==> src/rtl/kmx_pkg.sv <==
package kmx_pkg;

    localparam int COL_W = 4;
    localparam int ROW_W = 3;
    localparam int NCOLS = 1 << COL_W;
    localparam int NROWS = 1 << ROW_W;
    localparam int MAP_BITS = NCOLS * NROWS;

    localparam logic [7:0] CODE_RELEASE = 8'hF0;
    localparam logic [7:0] CODE_EXTEND  = 8'hE0;
    localparam logic [7:0] CODE_BREAK   = 8'h07;

    typedef struct packed {
        logic             hit;
        logic [COL_W-1:0] col;
        logic [ROW_W-1:0] row;
    } kpos_t;

    function automatic kpos_t mk(input int c, input int r);
        kpos_t p;
        p.hit = 1'b1;
        p.col = COL_W'(c);
        p.row = ROW_W'(r);
        return p;
    endfunction

    // Scan code (with extended flag) to matrix position
    function automatic kpos_t map_code(input logic ext, input logic [7:0] code);
        kpos_t p;
        p = '0;
        case ({ext, code})
            9'h012: p = mk(0, 0);
            9'h014: p = mk(1, 0);
            9'h015: p = mk(0, 1);
            9'h026: p = mk(1, 1);
            9'h025: p = mk(2, 1);
            9'h01C: p = mk(1, 4);
            9'h01B: p = mk(1, 5);
            9'h029: p = mk(2, 6);
            9'h05A: p = mk(9, 4);
            9'h076: p = mk(0, 7);
            9'h005: p = mk(1, 7);
            9'h066: p = mk(9, 5);
            9'h175: p = mk(9, 3);
            9'h172: p = mk(9, 2);
            default: p = '0;
        endcase
        return p;
    endfunction

endpackage

==> src/rtl/kmx_ps2_rx.sv <==
module kmx_ps2_rx #(
    parameter int SYNC_STAGES = 2,
    parameter int IDLE_LIMIT  = 4096
) (
    input  logic       clk,
    input  logic       rst_n,
    input  logic       ps2_clk,
    input  logic       ps2_dat,
    output logic [7:0] byte_o,
    output logic       byte_vld_o
);
    localparam int FRAME_BITS = 11;
    localparam int SH_W       = FRAME_BITS - 1;
    localparam int CNT_W      = $clog2(FRAME_BITS);
    localparam int IDLE_W     = $clog2(IDLE_LIMIT + 1);

    typedef struct packed {
        logic [SYNC_STAGES-1:0] cs;
        logic [SYNC_STAGES-1:0] ds;
        logic                   clk_prev;
        logic [SH_W-1:0]        sh;
        logic [CNT_W-1:0]       cnt;
        logic [IDLE_W-1:0]      idle;
        logic [7:0]             data;
        logic                   vld;
    } rx_t;

    rx_t rx_q, rx_d;
    logic clk_s, dat_s, fall;
    logic [FRAME_BITS-1:0] frame;

    always_comb begin
        rx_d     = rx_q;
        rx_d.vld = 1'b0;
        rx_d.cs  = {rx_q.cs[SYNC_STAGES-2:0], ps2_clk};
        rx_d.ds  = {rx_q.ds[SYNC_STAGES-2:0], ps2_dat};
        clk_s    = rx_q.cs[SYNC_STAGES-1];
        dat_s    = rx_q.ds[SYNC_STAGES-1];
        rx_d.clk_prev = clk_s;
        fall     = rx_q.clk_prev & ~clk_s;
        frame    = {dat_s, rx_q.sh};
        if (fall) begin
            rx_d.idle = '0;
            if (rx_q.cnt == '0 && dat_s) begin
                // line high where a start bit should be: stay idle
            end else if (rx_q.cnt == CNT_W'(FRAME_BITS - 1)) begin
                rx_d.cnt = '0;
                if (!frame[0] && frame[FRAME_BITS-1] && (^frame[9:1])) begin
                    rx_d.vld  = 1'b1;
                    rx_d.data = frame[8:1];
                end
            end else begin
                rx_d.sh  = {dat_s, rx_q.sh[SH_W-1:1]};
                rx_d.cnt = rx_q.cnt + 1'b1;
            end
        end else if (rx_q.cnt != '0) begin
            if (rx_q.idle == IDLE_W'(IDLE_LIMIT - 1)) begin
                rx_d.cnt  = '0;
                rx_d.idle = '0;
            end else begin
                rx_d.idle = rx_q.idle + 1'b1;
            end
        end
    end

    always_ff @(posedge clk or negedge rst_n) begin
        if (!rst_n) begin
            rx_q          <= '0;
            rx_q.cs       <= '1;
            rx_q.ds       <= '1;
            rx_q.clk_prev <= 1'b1;
        end else begin
            rx_q <= rx_d;
        end
    end

    assign byte_o     = rx_q.data;
    assign byte_vld_o = rx_q.vld;

    // a byte strobe lasts one cycle only
    a_r2_single_strobe: assert property (@(posedge clk) disable iff (!rst_n)
        byte_vld_o |=> !byte_vld_o);

endmodule

==> src/rtl/kmx_decode.sv <==
module kmx_decode
    import kmx_pkg::*;
(
    input  logic                clk,
    input  logic                rst_n,
    input  logic [7:0]          byte_i,
    input  logic                byte_vld_i,
    output logic [MAP_BITS-1:0] map_o,
    output logic                brk_o
);
    typedef struct packed {
        logic [MAP_BITS-1:0] map;
        logic                rel;
        logic                ext;
        logic                brk;
    } dec_t;

    dec_t dec_q, dec_d;
    kpos_t pos;
    logic [COL_W+ROW_W-1:0] idx;

    always_comb begin
        dec_d = dec_q;
        pos   = map_code(dec_q.ext, byte_i);
        idx   = {pos.col, pos.row};
        if (byte_vld_i) begin
            if (byte_i == CODE_RELEASE) begin
                dec_d.rel = 1'b1;
            end else if (byte_i == CODE_EXTEND) begin
                dec_d.ext = 1'b1;
            end else begin
                dec_d.rel = 1'b0;
                dec_d.ext = 1'b0;
                if (!dec_q.ext && byte_i == CODE_BREAK) begin
                    dec_d.brk = ~dec_q.rel;
                end else if (pos.hit) begin
                    dec_d.map[idx] = ~dec_q.rel;
                end
            end
        end
    end

    always_ff @(posedge clk or negedge rst_n) begin
        if (!rst_n) dec_q <= '0;
        else        dec_q <= dec_d;
    end

    assign map_o = dec_q.map;
    assign brk_o = dec_q.brk;

    // the release prefix is remembered for the next code
    a_r4_prefix_held: assert property (@(posedge clk) disable iff (!rst_n)
        (byte_vld_i && byte_i == CODE_RELEASE) |=> dec_q.rel);

    // a final code consumes both prefixes
    a_r5_prefix_cleared: assert property (@(posedge clk) disable iff (!rst_n)
        (byte_vld_i && byte_i != CODE_RELEASE && byte_i != CODE_EXTEND)
        |=> (!dec_q.rel && !dec_q.ext));

    // a released break code drops the break output
    a_r10_break_release: assert property (@(posedge clk) disable iff (!rst_n)
        (byte_vld_i && byte_i == CODE_BREAK && dec_q.rel && !dec_q.ext) |=> !brk_o);

    // the break code leaves the matrix untouched
    a_r10_break_no_map: assert property (@(posedge clk) disable iff (!rst_n)
        (byte_vld_i && byte_i == CODE_BREAK && !dec_q.ext) |=> $stable(map_o));

endmodule

==> src/rtl/kmx_scan.sv <==
module kmx_scan
    import kmx_pkg::*;
(
    input  logic             clk,
    input  logic             rst_n,
    input  logic             autoscan,
    input  logic             tick,
    input  logic [COL_W-1:0] col_sel,
    output logic [COL_W-1:0] scan_col
);
    typedef struct packed {
        logic [COL_W-1:0] col;
    } scan_t;

    scan_t scan_q, scan_d;

    always_comb begin
        scan_d = scan_q;
        if (!autoscan)  scan_d.col = col_sel;
        else if (tick)  scan_d.col = scan_q.col + 1'b1;
    end

    always_ff @(posedge clk or negedge rst_n) begin
        if (!rst_n) scan_q <= '0;
        else        scan_q <= scan_d;
    end

    assign scan_col = scan_q.col;

    // one step per tick in autoscan mode
    a_r7_advance: assert property (@(posedge clk) disable iff (!rst_n)
        (autoscan && tick) |=> scan_col == COL_W'($past(scan_col) + 1'b1));

    // host column followed when autoscan is off
    a_r7_follow: assert property (@(posedge clk) disable iff (!rst_n)
        !autoscan |=> scan_col == $past(col_sel));

endmodule

==> src/rtl/ps2_keymatrix.sv <==
module ps2_keymatrix
    import kmx_pkg::*;
#(
    parameter int DIP_W       = 8,
    parameter int DIP_COL0    = 2,
    parameter int SYNC_STAGES = 2,
    parameter int IDLE_LIMIT  = 4096
) (
    input  logic             clk,
    input  logic             rst_n,
    input  logic             ps2_clk,
    input  logic             ps2_dat,
    input  logic             tick_1mhz,
    input  logic             autoscan,
    input  logic [COL_W-1:0] col_sel,
    input  logic [ROW_W-1:0] row_sel,
    input  logic [DIP_W-1:0] dip_sw,
    output logic             keypress,
    output logic             intr,
    output logic             brk,
    output logic [COL_W-1:0] scan_col
);
    localparam int HI_BITS = NCOLS * (NROWS - 1);

    logic [7:0]          rx_byte;
    logic                rx_vld;
    logic [MAP_BITS-1:0] key_map;
    logic [MAP_BITS-1:0] view;
    logic [HI_BITS-1:0]  keys_hi;

    kmx_ps2_rx #(
        .SYNC_STAGES(SYNC_STAGES),
        .IDLE_LIMIT (IDLE_LIMIT)
    ) i_rx (
        .clk        (clk),
        .rst_n      (rst_n),
        .ps2_clk    (ps2_clk),
        .ps2_dat    (ps2_dat),
        .byte_o     (rx_byte),
        .byte_vld_o (rx_vld)
    );

    kmx_decode i_dec (
        .clk        (clk),
        .rst_n      (rst_n),
        .byte_i     (rx_byte),
        .byte_vld_i (rx_vld),
        .map_o      (key_map),
        .brk_o      (brk)
    );

    kmx_scan i_scan (
        .clk      (clk),
        .rst_n    (rst_n),
        .autoscan (autoscan),
        .tick     (tick_1mhz),
        .col_sel  (col_sel),
        .scan_col (scan_col)
    );

    // Matrix view with switches overlaid on row 0
    for (genvar c = 0; c < NCOLS; c++) begin : g_col
        for (genvar r = 0; r < NROWS; r++) begin : g_row
            if (r == 0 && c >= DIP_COL0 && c < DIP_COL0 + DIP_W) begin : g_dip
                assign view[c*NROWS + r] = dip_sw[c - DIP_COL0];
            end else begin : g_key
                assign view[c*NROWS + r] = key_map[c*NROWS + r];
            end
            if (r != 0) begin : g_hi
                assign keys_hi[c*(NROWS-1) + r - 1] = key_map[c*NROWS + r];
            end
        end
    end

    assign keypress = ~autoscan & view[{col_sel, row_sel}];
    assign intr     = |keys_hi;

    // no key report while the column steps itself
    a_r6_autoscan_quiet: assert property (@(posedge clk) disable iff (!rst_n)
        autoscan |-> !keypress);

    // switch movement alone never moves the interrupt
    a_r9_dip_no_intr: assert property (@(posedge clk) disable iff (!rst_n)
        (!rx_vld && !$stable(dip_sw)) |=> $stable(intr));

endmodule

==> config.mk <==
export PLATFORM = sky130hd
export DESIGN_NAME = ps2_keymatrix
export DESIGN_NICKNAME = d
export VERILOG_FILES = /design/src/rtl/kmx_pkg.sv /design/src/rtl/kmx_ps2_rx.sv /design/src/rtl/kmx_decode.sv /design/src/rtl/kmx_scan.sv /design/src/rtl/ps2_keymatrix.sv
export SDC_FILE = /design/constraint.sdc
export NUM_CORES = 1
export LEC_CHECK = 0
export ABC_AREA = 1
export BUFFER_PORTS_ARGS = -buffer_cell sky130_fd_sc_hd__buf_2
export CORE_MARGIN = 4
export CORE_UTILIZATION = 40
export CTS_BUF_LIST = sky130_fd_sc_hd__clkbuf_2
export CTS_CLUSTER_SIZE = 10
export DETAILED_ROUTE_END_ITERATION = 10
export HOLD_SLACK_MARGIN = 0.03
export SETUP_SLACK_MARGIN = 0.4
export SYNTH_ARGS = -nofsm -noshare
export SYNTH_HDL_FRONTEND = slang
export SYNTH_SLANG_ARGS = --single-unit
==> constraint.sdc <==
create_clock -name clk -period 4.9 [get_ports clk]
set_clock_uncertainty 0.2 [all_clocks]
set_input_delay 0.49 -clock clk [delete_from_list [all_inputs] [get_ports clk]]
set_output_delay 0.49 -clock clk [all_outputs]
set_load 0.02 [all_outputs]
== Word-level counts from Yosys, hierarchy flattened ==
Cells that the tools add are included.

* Register bits after elaboration: 176
* Word-level logic and storage cells: 92

* $add $sub $neg: 3
* Order comparisons: 3
* Eq/ne operators: 22
* Multiplexer cells: 21
* Bitwise gates (word level): 10
* Reductions and logical operators: 20

{| class="wikitable"
|+ Operators with widths
! operator !! count
|-
| bitwise mux 128 bit || 1
|-
| case mux 8 bit (14 select lines) || 1
|-
| OR reduction 112 bit || 1
|-
| equality test 9 x 5 -> 1 bit (second input constant) || 5
|-
| two-way mux 17 bit || 2
|-
| equality test 9 x 6 -> 1 bit (second input constant) || 3
|-
| equality test 9 x 7 -> 1 bit (second input constant) || 3
|-
| two-way mux 4 bit || 5
|-
| equality test 9 bit (second input constant) || 2
|-
| equality test 8 bit (second input constant) || 2
|-
| < comparator 7 x 8 -> 1 bit (second input constant) || 2
|-
| adder 13 x 1 -> 13 bit (second input constant) || 1
|-
| equality test 13 x 12 -> 1 bit (second input constant) || 1
|-
| two-way mux 13 bit || 1
|-
| equality test 9 x 3 -> 1 bit (second input constant) || 1
|-
| two-way mux 1 bit || 9
|-
| parity 9 bit || 1
|-
| adder 4 x 1 -> 4 bit (second input constant) || 2
|-
| equality test 8 x 3 -> 1 bit (second input constant) || 1
|-
| NOT 1 bit || 8
|-
| AND reduction 4 bit || 2
|-
| binary-select mux 1 bit (select 7 bit) || 1
|-
| demux 1 bit (select 7 bit) || 1
|-
| >= comparator 7 x 1 -> 1 bit (second input constant) || 1
|-
| 12 further kinds || 22
|}

== Longest topological paths before layout ==
Gate-level depths: netlist (run 1).

* Depth after elaboration: 7
* Gate-level depth with buffers: 13
* Depth with buffers taken out: 13

== Hierarchy ==
Synthesis (run 1) repeated with hierarchy kept, for this count alone.

* Cell total of the unflattened synthesis: 1020
* Area, all modules: 7452.1 µm²

{| class="wikitable"
|+ Modules (own cells, without submodules)
! module !! times used !! cells each !! area each (µm²)
|-
| kmx_decode || 1 || 425 || 3629.7
|-
| kmx_ps2_rx || 1 || 224 || 2004.4
|-
| ps2_keymatrix || 1 || 337 || 1577.8
|-
| kmx_scan || 1 || 34 || 240.2
|}

== Worst setup path after synthesis (run 1) ==
No wires, ideal clock.

* Path type: input to output
* From: in row_sel[0]
* To: out keypress
* Arrival time: 1.782 ns
* Required time: 4.210 ns
* Path slack: 2.428 ns
* Stages on the path: 12
* Cells stage by stage: buf_2 -> clkbuf_1 -> nand2_1 -> nand3_1 -> nand3_1 -> nand2_1 -> nand2_1 -> nand3_1 -> nand3_1 -> nand2_1 -> nand2_1 -> a21oi_1

* Longest elaborated chain between the ends: 3

{| class="wikitable"
|+ RTL lines
! element !! line !! text
|-
| start: declaration || ps2_keymatrix.sv:16 || <nowiki>input logic [ROW_W-1:0] row_sel,</nowiki>
|-
| binary-select mux 1 bit (select 7 bit) || ps2_keymatrix.sv:75 || <nowiki>assign keypress = ~autoscan & view[{col_sel, row_sel}];</nowiki>
|-
| two-way mux 1 bit (implied by the code) || ps2_keymatrix.sv:75 ||
|-
| AND 1 bit || ps2_keymatrix.sv:75 ||
|-
| end: declaration || ps2_keymatrix.sv:18 || <nowiki>output logic keypress,</nowiki>
|}

No other way between the ends. The select of a mux whose other input is x is not followed.

== Worst setup path in the final report (run 1) ==
Same ends and word-level chain as after synthesis.

==> reports/results.ini, run 1 <==
[status]
outcome=finished, final reports clean

[critical_path]
worstPathArrival_ns=2.59
critPathTopFamily=buffers and inverters
reg2reg_setup_slack_ns=2.64
worstSetupEndpointType=output port
cp.required_ns=4.21
startpoint_type=input pin
slowest_stage=inv_1
cp_cell_sequence=buf_2 -> inv_1 -> nand2_1 -> nand3_1 -> nand3_1 -> nand2_1 -> nand2_1 -> nand3_1 -> nand3_1 -> nand2_1 -> nand2_1 -> a21oi_1 -> buf_2
path_max_fanout=34
path_common_cell=nand2_1
critical_path.max_stage_delay_ns=0.75
crit_buf_inv=3
worstSetupPathType=input pin to output port

[clock_tree]
cts_setup_buffers=0
cts_resized=0
clock_latency_ns=0.63
ctsHoldBuffers=8
cts-root-buf=clkbuf_2
cts_max_path_buffers=2
cts-htree-levels=3
path_clk_slew_ns=0.27
cts_made_buffers=9
cts.sinks=108
cts_tree=built

[grt]
gr-usage-all-layers_pct=14.6
grt_pass1_vias=4062
overflow=0
grt_pass1_wl_um=19100
antenna_found_initial=0
grt_start_max_net_pins=69

[placed_design]
place_area_um2=5520
hpwlAfterDp_um=7550
portBuffers=27
globalplace.congestion=0.903

[timing]
setup_viol=0
setup_tns_ns=0
relSlewSlack_pct=39.3
finalHoldViolCount=0
final.period_utilization_pct=66.8
tightest_slew_ns=0.909
fmax_ghz=0.305
rsz0062_at_grt=false
final_max_slew_viol_count=0
fin_crit_ns=3.28

[run]
drv_cap=0

[floorplanning]
initial_utilization_pct=40.9
core_area_um2=13200
die_area_um2=15500
boundaryPins=28
fp.dieW_um=124
rows=42
die_height_um=124

[yosys]
muxShareOfSynthArea_pct=0.185
synth.avg_cell_area_um2=8.12
synth_seq_cells=108
synth_simple_gate_area_share_pct=30.5
synth_top_family_by_area=simple AND/OR/NAND/NOR gates
synthAdderAreaFrac_pct=1.16
yosysSeqAreaShare_pct=50.0
mappedNetlistArea_um2=5420
synth_async_sr_flop_share_pct=100
synth_edf_count=0
synth.area.top_cells=dfrtp_1 48%, nand2_1 12%, nand3_1 7.5%
synth_area_leader_cell=dfrtp_1
synth_compound_area_share_pct=6.56
netlist_instances=667
yosys_warnings=0
synth.distinct_cells=42
synth_nets=693
synth_top_area_share_pct=47.6
synth-xor-area-share_pct=2.26
ys.flop_type=dfrtp_1

[detailed_routing]
vias=4119
via_per_inst=4.96
drt_iter0_drc=320
final_antenna_net_count=0
drtPass1Iterations=5
wl_per_cell_um=12.9
drcViolationCount=0
wirelength_um=10700

[final_layout]
n_fill_cell=1352
syn2layout_area_growth_pct=5.34
final_cell_mix=166 x nand2_1, 103 x dfrtp_1, 81 x nand3_1, 50 x inv_1, 32 x nor2_1
final_common_cell=nand2_1
multi_input_area_um2=2200
final_area_um2=5700
nNetsFinal=676
regArea_um2=2710
drive_gt1_share_pct=15.3
antenna_cells=0

[power_and_ir_drop]
power.density_nw_per_um2=327
power.leakage_nw=2.83
ir_worst_vdd_mv=0.247

[min_path]
hold_class=flip-flop to flip-flop

cells by family (layout without fill, tap and decap cells):
logic type                 after synthesis  after routing
xor gates and xnor gates                14             14
muxes                                    1              1
DFF                                    108            108
and+or+nand+nor                        354            354
adders and majority gates                5              5
AOI/OAI and AO/OA                       59             59
buffers and inverters                  126            114
where the power goes:
group	internal (mW)	switching (mW)
registers	0.973	0.0761
logic	0.155	0.265
clock network	0.0800	0.313
area by class of cell:
type,count,share of cell area (%)
sequential,108,47.5
tap,176,3.86
inverter,62,4.30
clock inverter,6,0.943
multi-input combinational,433,38.6
clock buffer,10,0.877
timing repair buffer,36,3.95
registers in the layout, summed over array words and instances (netlist names):
name,count
i_dec.map_o,60
i_rx.rx_q,18
i_rx.frame,10
i_rx.byte_o,8
i_scan.scan_col,4
i_dec.dec_q,2
i_rx.rx_d,2
i_dec.brk_o,1
i_rx.byte_vld_o,1
i_rx.clk_s,1
i_rx.dat_s,1
cell usage after synthesis, drive strengths merged, types with 3 or more instances:
library cell  instances
nor2                 42
buf                  10
ha                    5
nand4                13
dfrtp               103
xnor2                 7
o21ai                36
clkbuf               54
inv                  61
o22ai                 3
xor2                  7
dfstp                 5
nand3                85
a21oi                10
nor3                 11
nor4                 15
o221ai                3
nand2               179
per-layer routing:
metal | global-route usage (%) | wire (um) | vias to the layer above
li1 | - | - | 2117
met1 | 19.6 | 5160 | 1898
met2 | 23.0 | 4890 | 93
met3 | 4.63 | 505 | 11
met4 | 3.61 | 134 | 0
met5 | 0 | 0 | -
final timing paths:
kind | startpoint | endpoint | cells past startpoint
max | row_sel[0] | keypress | 13
min | i_rx.rx_d[40] | i_rx.clk_s | 0
max reg2reg | i_rx.rx_q[36] | i_rx.byte_o[3] | 7
min reg2reg | i_rx.rx_d[40] | i_rx.clk_s | 0
max in group asynchronous | rst_n | i_rx.rx_q[36] | 3
min in group asynchronous | rst_n | i_dec.map_o[70] | 2
metrics by stage:
stage / std cells / power (mW) / util, % / hold WS (ns) / setup WS, ns
CTS: 831 / 1.89 / 43.1 / 0.141 / 1.64
global route: 831 / 2.00 / 43.1 / 0.160 / 1.33
floorplan: 667 / 1.38 / - / -0.00559 / 2.43
global placement: 807 / 1.47 / 41.7 / 0.146 / 1.71
finish: 831 / 1.86 / 43.1 / 0.176 / 1.62
detailed placement: 807 / 1.49 / 41.7 / 0.148 / 1.65
Note: power is estimated with default switching activity, not from simulation.
==> run 2, diff against run 1 <==
Clock period 4.9 ns to 3.3 ns, I/O delays scaled along.
==> run 2 against run 1 <==
Compared with the run above: die area did not move; cell area rose by 2.1%; count of clock-buffer cells in the layout fell by 1; non-clock buffer count rose by 7; setup slack got worse by 1.0 ns; wire length rose by 3.1%; critical endpoint is now intr; core utilization rose by 0.89 points; global-route usage rose by 0.56 points; clock power rose by 80%.
==> reports/results.ini, run 2 (same netlist as run 1, synthesis figures left out) <==
[run]
drv_cap=0

[critical_path]
reg2reg_setup_slack_ns=1.00
worstSetupEndpointType=output port
cp.required_ns=2.77
reg2reg_to=i_rx.byte_o[5]
startpoint_type=flip-flop
worstRegToRegCells=7
path_max_fanout=3
reg2reg_from=i_rx.rx_q[36]
worstSetupPathType=flip-flop to output port
worstPathArrival_ns=2.15

[final_layout]
n_fill_cell=1307
regArea_um2=2710
antenna_cells=0
final_common_cell=nand2_1
drive_gt1_share_pct=15.3
final_cell_mix=166 x nand2_1, 103 x dfrtp_1, 81 x nand3_1, 50 x inv_1, 32 x nor2_1
multi_input_area_um2=2200
nNetsFinal=683
largest_reg_flops=60
syn2layout_area_growth_pct=7.51

[detailed_routing]
via_per_inst=4.97
drtPass1Iterations=4
drcViolationCount=0
vias=4168
drt_iter0_drc=234
wl_per_cell_um=13.2
wirelength_um=11000
final_antenna_net_count=0

[grt]
grt_start_max_net_pins=60
grt_pass1_wl_um=19500
antenna_found_initial=0
gr-usage-all-layers_pct=15.1
grt_pass1_vias=4086
overflow=0

[floorplanning]
core_area_um2=13200
die_area_um2=15500
initial_utilization_pct=40.9
boundaryPins=28
rows=42
fp.dieW_um=124
die_height_um=124

[clock_tree]
cts_max_path_buffers=2
cts-htree-levels=3
path_clk_slew_ns=0.26
cts_made_buffers=9
cts_tree=built
cts-root-buf=clkbuf_2
clock_latency_ns=0.62
cts.sinks=108
cts_resized=0

[timing]
setup_tns_ns=0
final.period_utilization_pct=81.1
fin_crit_ns=2.68
finalHoldViolCount=0
rsz0062_at_grt=false
relSlewSlack_pct=51.0
final_max_slew_viol_count=0
tightest_slew_ns=0.735
fmax_ghz=0.374
setup_viol=0

[power_and_ir_drop]
total_power_mw=2.91
power.leakage_nw=2.88
ir_worst_vdd_mv=0.369
power.density_nw_per_um2=500

[placed_design]
portBuffers=27
hpwlAfterDp_um=7820
globalplace.congestion=0.944

[min_path]
whs_endpoint=i_rx.rx_d[40]
hold_class=input pin to flip-flop
hold_depth=2
hp-start=ps2_clk

[status]
outcome=finished, final reports clean

==> run 2: cell types whose count changed in the layout (fill, tap and decap cells not counted) <==
cell           before  now
buf_4               2    3
bufinv_16           0    2
clkinv_4            1    0
clkbuf_2           10    9
dlygate4sd3_1       8   13
buf_12              0    1
clkinvlp_4          1    2
inv_6               3    1
clkinv_1            0    1
==> run 2: cell type report <==
class / instances / area share [%]
Tap cell: 176 / 3.78
Clock inverter: 7 / 1.70
Multi-Input combinational cell: 433 / 37.8
Sequential cell: 108 / 46.5
Inverter: 62 / 4.21
Timing Repair Buffer: 43 / 5.20
Clock buffer: 9 / 0.774
==> run 2: worst max-delay path by stage <==
stage | startpoint | end | slack, ns | depth (start not counted)
2_1_floorplan | row_sel[0] | keypress | 1.15 | 12
3_3_place_gp | row_sel[0] | keypress | 0.72 | 12
3_5_place_dp | row_sel[0] | keypress | 0.69 | 12
4_1_cts | i_dec.map_o[6] | intr | 0.58 | 5
5_1_grt | i_dec.map_o[15] | intr | 0.44 | 5
6_report | i_dec.map_o[6] | intr | 0.62 | 5
==> run 2: per-stage QoR <==
stage / std cells / instance area, um^2 / worst slack (ns) / util (%) / hold WS [ns]
after floorplan: 667 / 5420 / 1.15 / - / -0.166
after global placement: 809 / 5550 / 0.717 / 41.9 / 0.146
after detailed placement: 809 / 5550 / 0.687 / 41.9 / 0.147
after CTS: 838 / 5820 / 0.585 / 44.0 / 0.0580
after global routing: 838 / 5820 / 0.441 / 44.0 / 0.0426
final: 838 / 5820 / 0.625 / 44.0 / 0.140
==> run 2: power breakdown <==
part	switching, mW	internal, mW
combinational	0.404	0.241
sequential	0.112	1.45
clock	0.452	0.256
==> run 2: timing repair <==
item | 4_1_cts | 5_1_grt
endpoints found under the hold margin | 77 | 0
setup endpoints to repair | 0 | 0
buffers inserted | 0 | 0
hold buffers | 13 | 0
==> run 2: worst max-delay path: stages, from the launching register on <==
cell and delay (ns):
dfrtp_1 0.46, nor4_1 0.35, nand4_1 0.16, nor3_1 0.30
nand3_1 0.11, buf_2 0.17
==> run 2: routing by layer <==
metal  global-route usage, %  wire length, um  up-vias
met1                    19.7             5150     1953
met3                    4.72              469       15
met2                    24.0             5220       70
li1                        -                -     2130
met4                    5.16              192        0
met5                       0                0        -
==> run 3, diff against run 2 <==
Clock period 3.3 ns to 2.35 ns, I/O delays scaled along.
==> run 3 against run 2 <==
Compared with the run above: the flow now finishes with violations (negative setup slack); wire length up 7.3%; first-iteration DRC count down 19%; clock power up 25%; sequential power up 41%; count of clock-buffer cells in the layout unchanged; worst hold slack better by 0.036 ns; non-clock buffer count up 41; sequential share of layout area down 5.2 points; via count up 5.2%; global-route usage up 0.12 points.
==> reports/results.ini, run 3 (same netlist as run 1, synthesis figures left out) <==
[status]
outcome=finished with violations
failed_checks=negative setup slack

[detailed_routing]
drtPass1Iterations=5
drcViolationCount=0
final_antenna_net_count=0
wirelength_um=11800
vias=4383
wl_per_cell_um=13.5
drt_iter0_drc=190
via_per_inst=4.99

[final_layout]
antenna_cells=0
drive_gt1_share_pct=30.0
syn2layout_area_growth_pct=21.3
final_area_um2=6570
nNetsFinal=725
fin_util_pct=49.6
final_cells=879
largest_reg_flops=60
final_common_cell=nand2_1
n_fill_cell=1282
final_cell_mix=136 x nand2_1, 98 x dfrtp_1, 70 x nand3_1, 44 x inv_1, 36 x buf_4

[power_and_ir_drop]
ir_worst_vdd_mv=0.609
seqPwrFrac_pct=51.5
p_sw_mw=1.51
total_power_mw=4.28
power.density_nw_per_um2=651
pwr-share-comb_pct=27.8
power.leakage_nw=3.30
power.internal_mw=2.77
power_frac_clock_pct=20.6
power.share.switching_pct=35.2

[clock_tree]
path_clk_slew_ns=0.28
cts-root-buf=clkbuf_2
clock_latency_ns=0.57
cts.sinks=108
cts_tree=built
cts_max_path_buffers=2
cts-htree-levels=3
cts_made_buffers=9

[grt]
grt_pass1_wl_um=19900
grt_pass1_vias=4327
gr-usage-all-layers_pct=15.3
overflow=0
grt_start_max_net_pins=42
antenna_found_initial=0

[floorplanning]
initial_utilization_pct=40.9
rows=42
core_area_um2=13200
die_height_um=124
boundaryPins=28
die_area_um2=15500
fp.dieW_um=124

[timing]
fin_crit_ns=2.45
setup_ws_ns=-0.104
tightest_slew_ns=0.574
setup_viol=2
rsz0062_at_grt=true
fin_hold_ws_ns=0.176
relSlewSlack_pct=61.7
setup_tns_ns=-0.162
final.period_utilization_pct=104
final_max_slew_viol_count=0
fmax_ghz=0.407
finalHoldViolCount=0

[critical_path]
startpoint_type=flip-flop
path_max_fanout=2
critical_path.max_stage_delay_ns=0.45
crit_buf_inv=2
worstSetupEndpointType=output port
slowest_stage=dfrtp_1
critPathTopFamily=simple AND/OR/NAND/NOR gates
worstSetupPathType=flip-flop to output port
worstPathArrival_ns=2.02
cp_cell_sequence=buf_4 -> nor4_1 -> nand4_1 -> nor3_2 -> nand3_1 -> buf_6
cp.required_ns=1.91

[placed_design]
hpwlAfterDp_um=7780
dp_cells=817
portBuffers=27
place_area_um2=5620
globalplace.congestion=0.879
dp_slack_ns=0.213

[min_path]
hold_class=flip-flop to flip-flop

[run]
drv_cap=0

[run 3: what timing repair did]
item                       CTS  global route
gates resized for setup     22            96
hold endpoints to repair   114             0
cloned                       0             4
hold buffers                14             0
setup endpoints to repair   33            39
setup buffers                9            20
pin swaps                    8            46
[run 3: cell type report]
type	count	area, um^2	area share [%]
Clock buffer	9	45.0	0.685
Multi-Input combinational cell	433	2560	38.9
Timing Repair Buffer	84	697	10.6
Clock inverter	6	71.3	1.09
Tap cell	176	220	3.35
Sequential cell	108	2720	41.3
Timing Repair inverter	1	16.3	0.248
Inverter	62	248	3.77
[run 3: power groups by stage]
stage          Sequential [mW]  Clock, mW  Combinational [mW]
6_report                  2.20      0.882                1.19
5_1_grt                   2.24       1.01                1.35
4_1_cts                   2.19      0.937               0.988
3_5_place_dp              2.22          0               0.918
3_3_place_gp              2.21          0               0.903
2_1_floorplan             2.19          0               0.700
[run 3: final timing paths]
check                                start         endpoint  slack [ns]  cells after the start
min in group asynchronous            rst_n  i_dec.map_o[65]        0.47                      3
min                          i_rx.rx_d[38]       i_rx.dat_s        0.18                      0
max reg2reg                 i_rx.byte_o[5]  i_dec.map_o[22]        0.37                     12
max                        i_dec.map_o[17]             intr       -0.10                      6
min reg2reg                  i_rx.rx_d[38]       i_rx.dat_s        0.18                      0
max in group asynchronous            rst_n  i_dec.map_o[15]        0.74                      4
[run 3: layer usage]
layer	GRT usage, %	part of all wire [%]	routed length (um)	vias to the layer above
met1	20.0	46	5460	2079
met2	25.2	49	5740	75
met4	4.26	1.2	147	0
met5	0	0	0	-
met3	3.90	4.1	479	14
li1	-	-	-	2215
[run 3: worst register-to-register path, stage by stage, from the launching register on]
cell     delay, ns
dfrtp_2       0.51
inv_2         0.10
buf_4         0.11
nand3_2       0.11
nor2_2        0.15
nand2_1       0.09
nand2_2       0.11
nor2_4        0.05
nand3_4       0.09
nand2_8       0.10
nor2_4        0.11
nand2_1       0.06
o21a_1        0.11
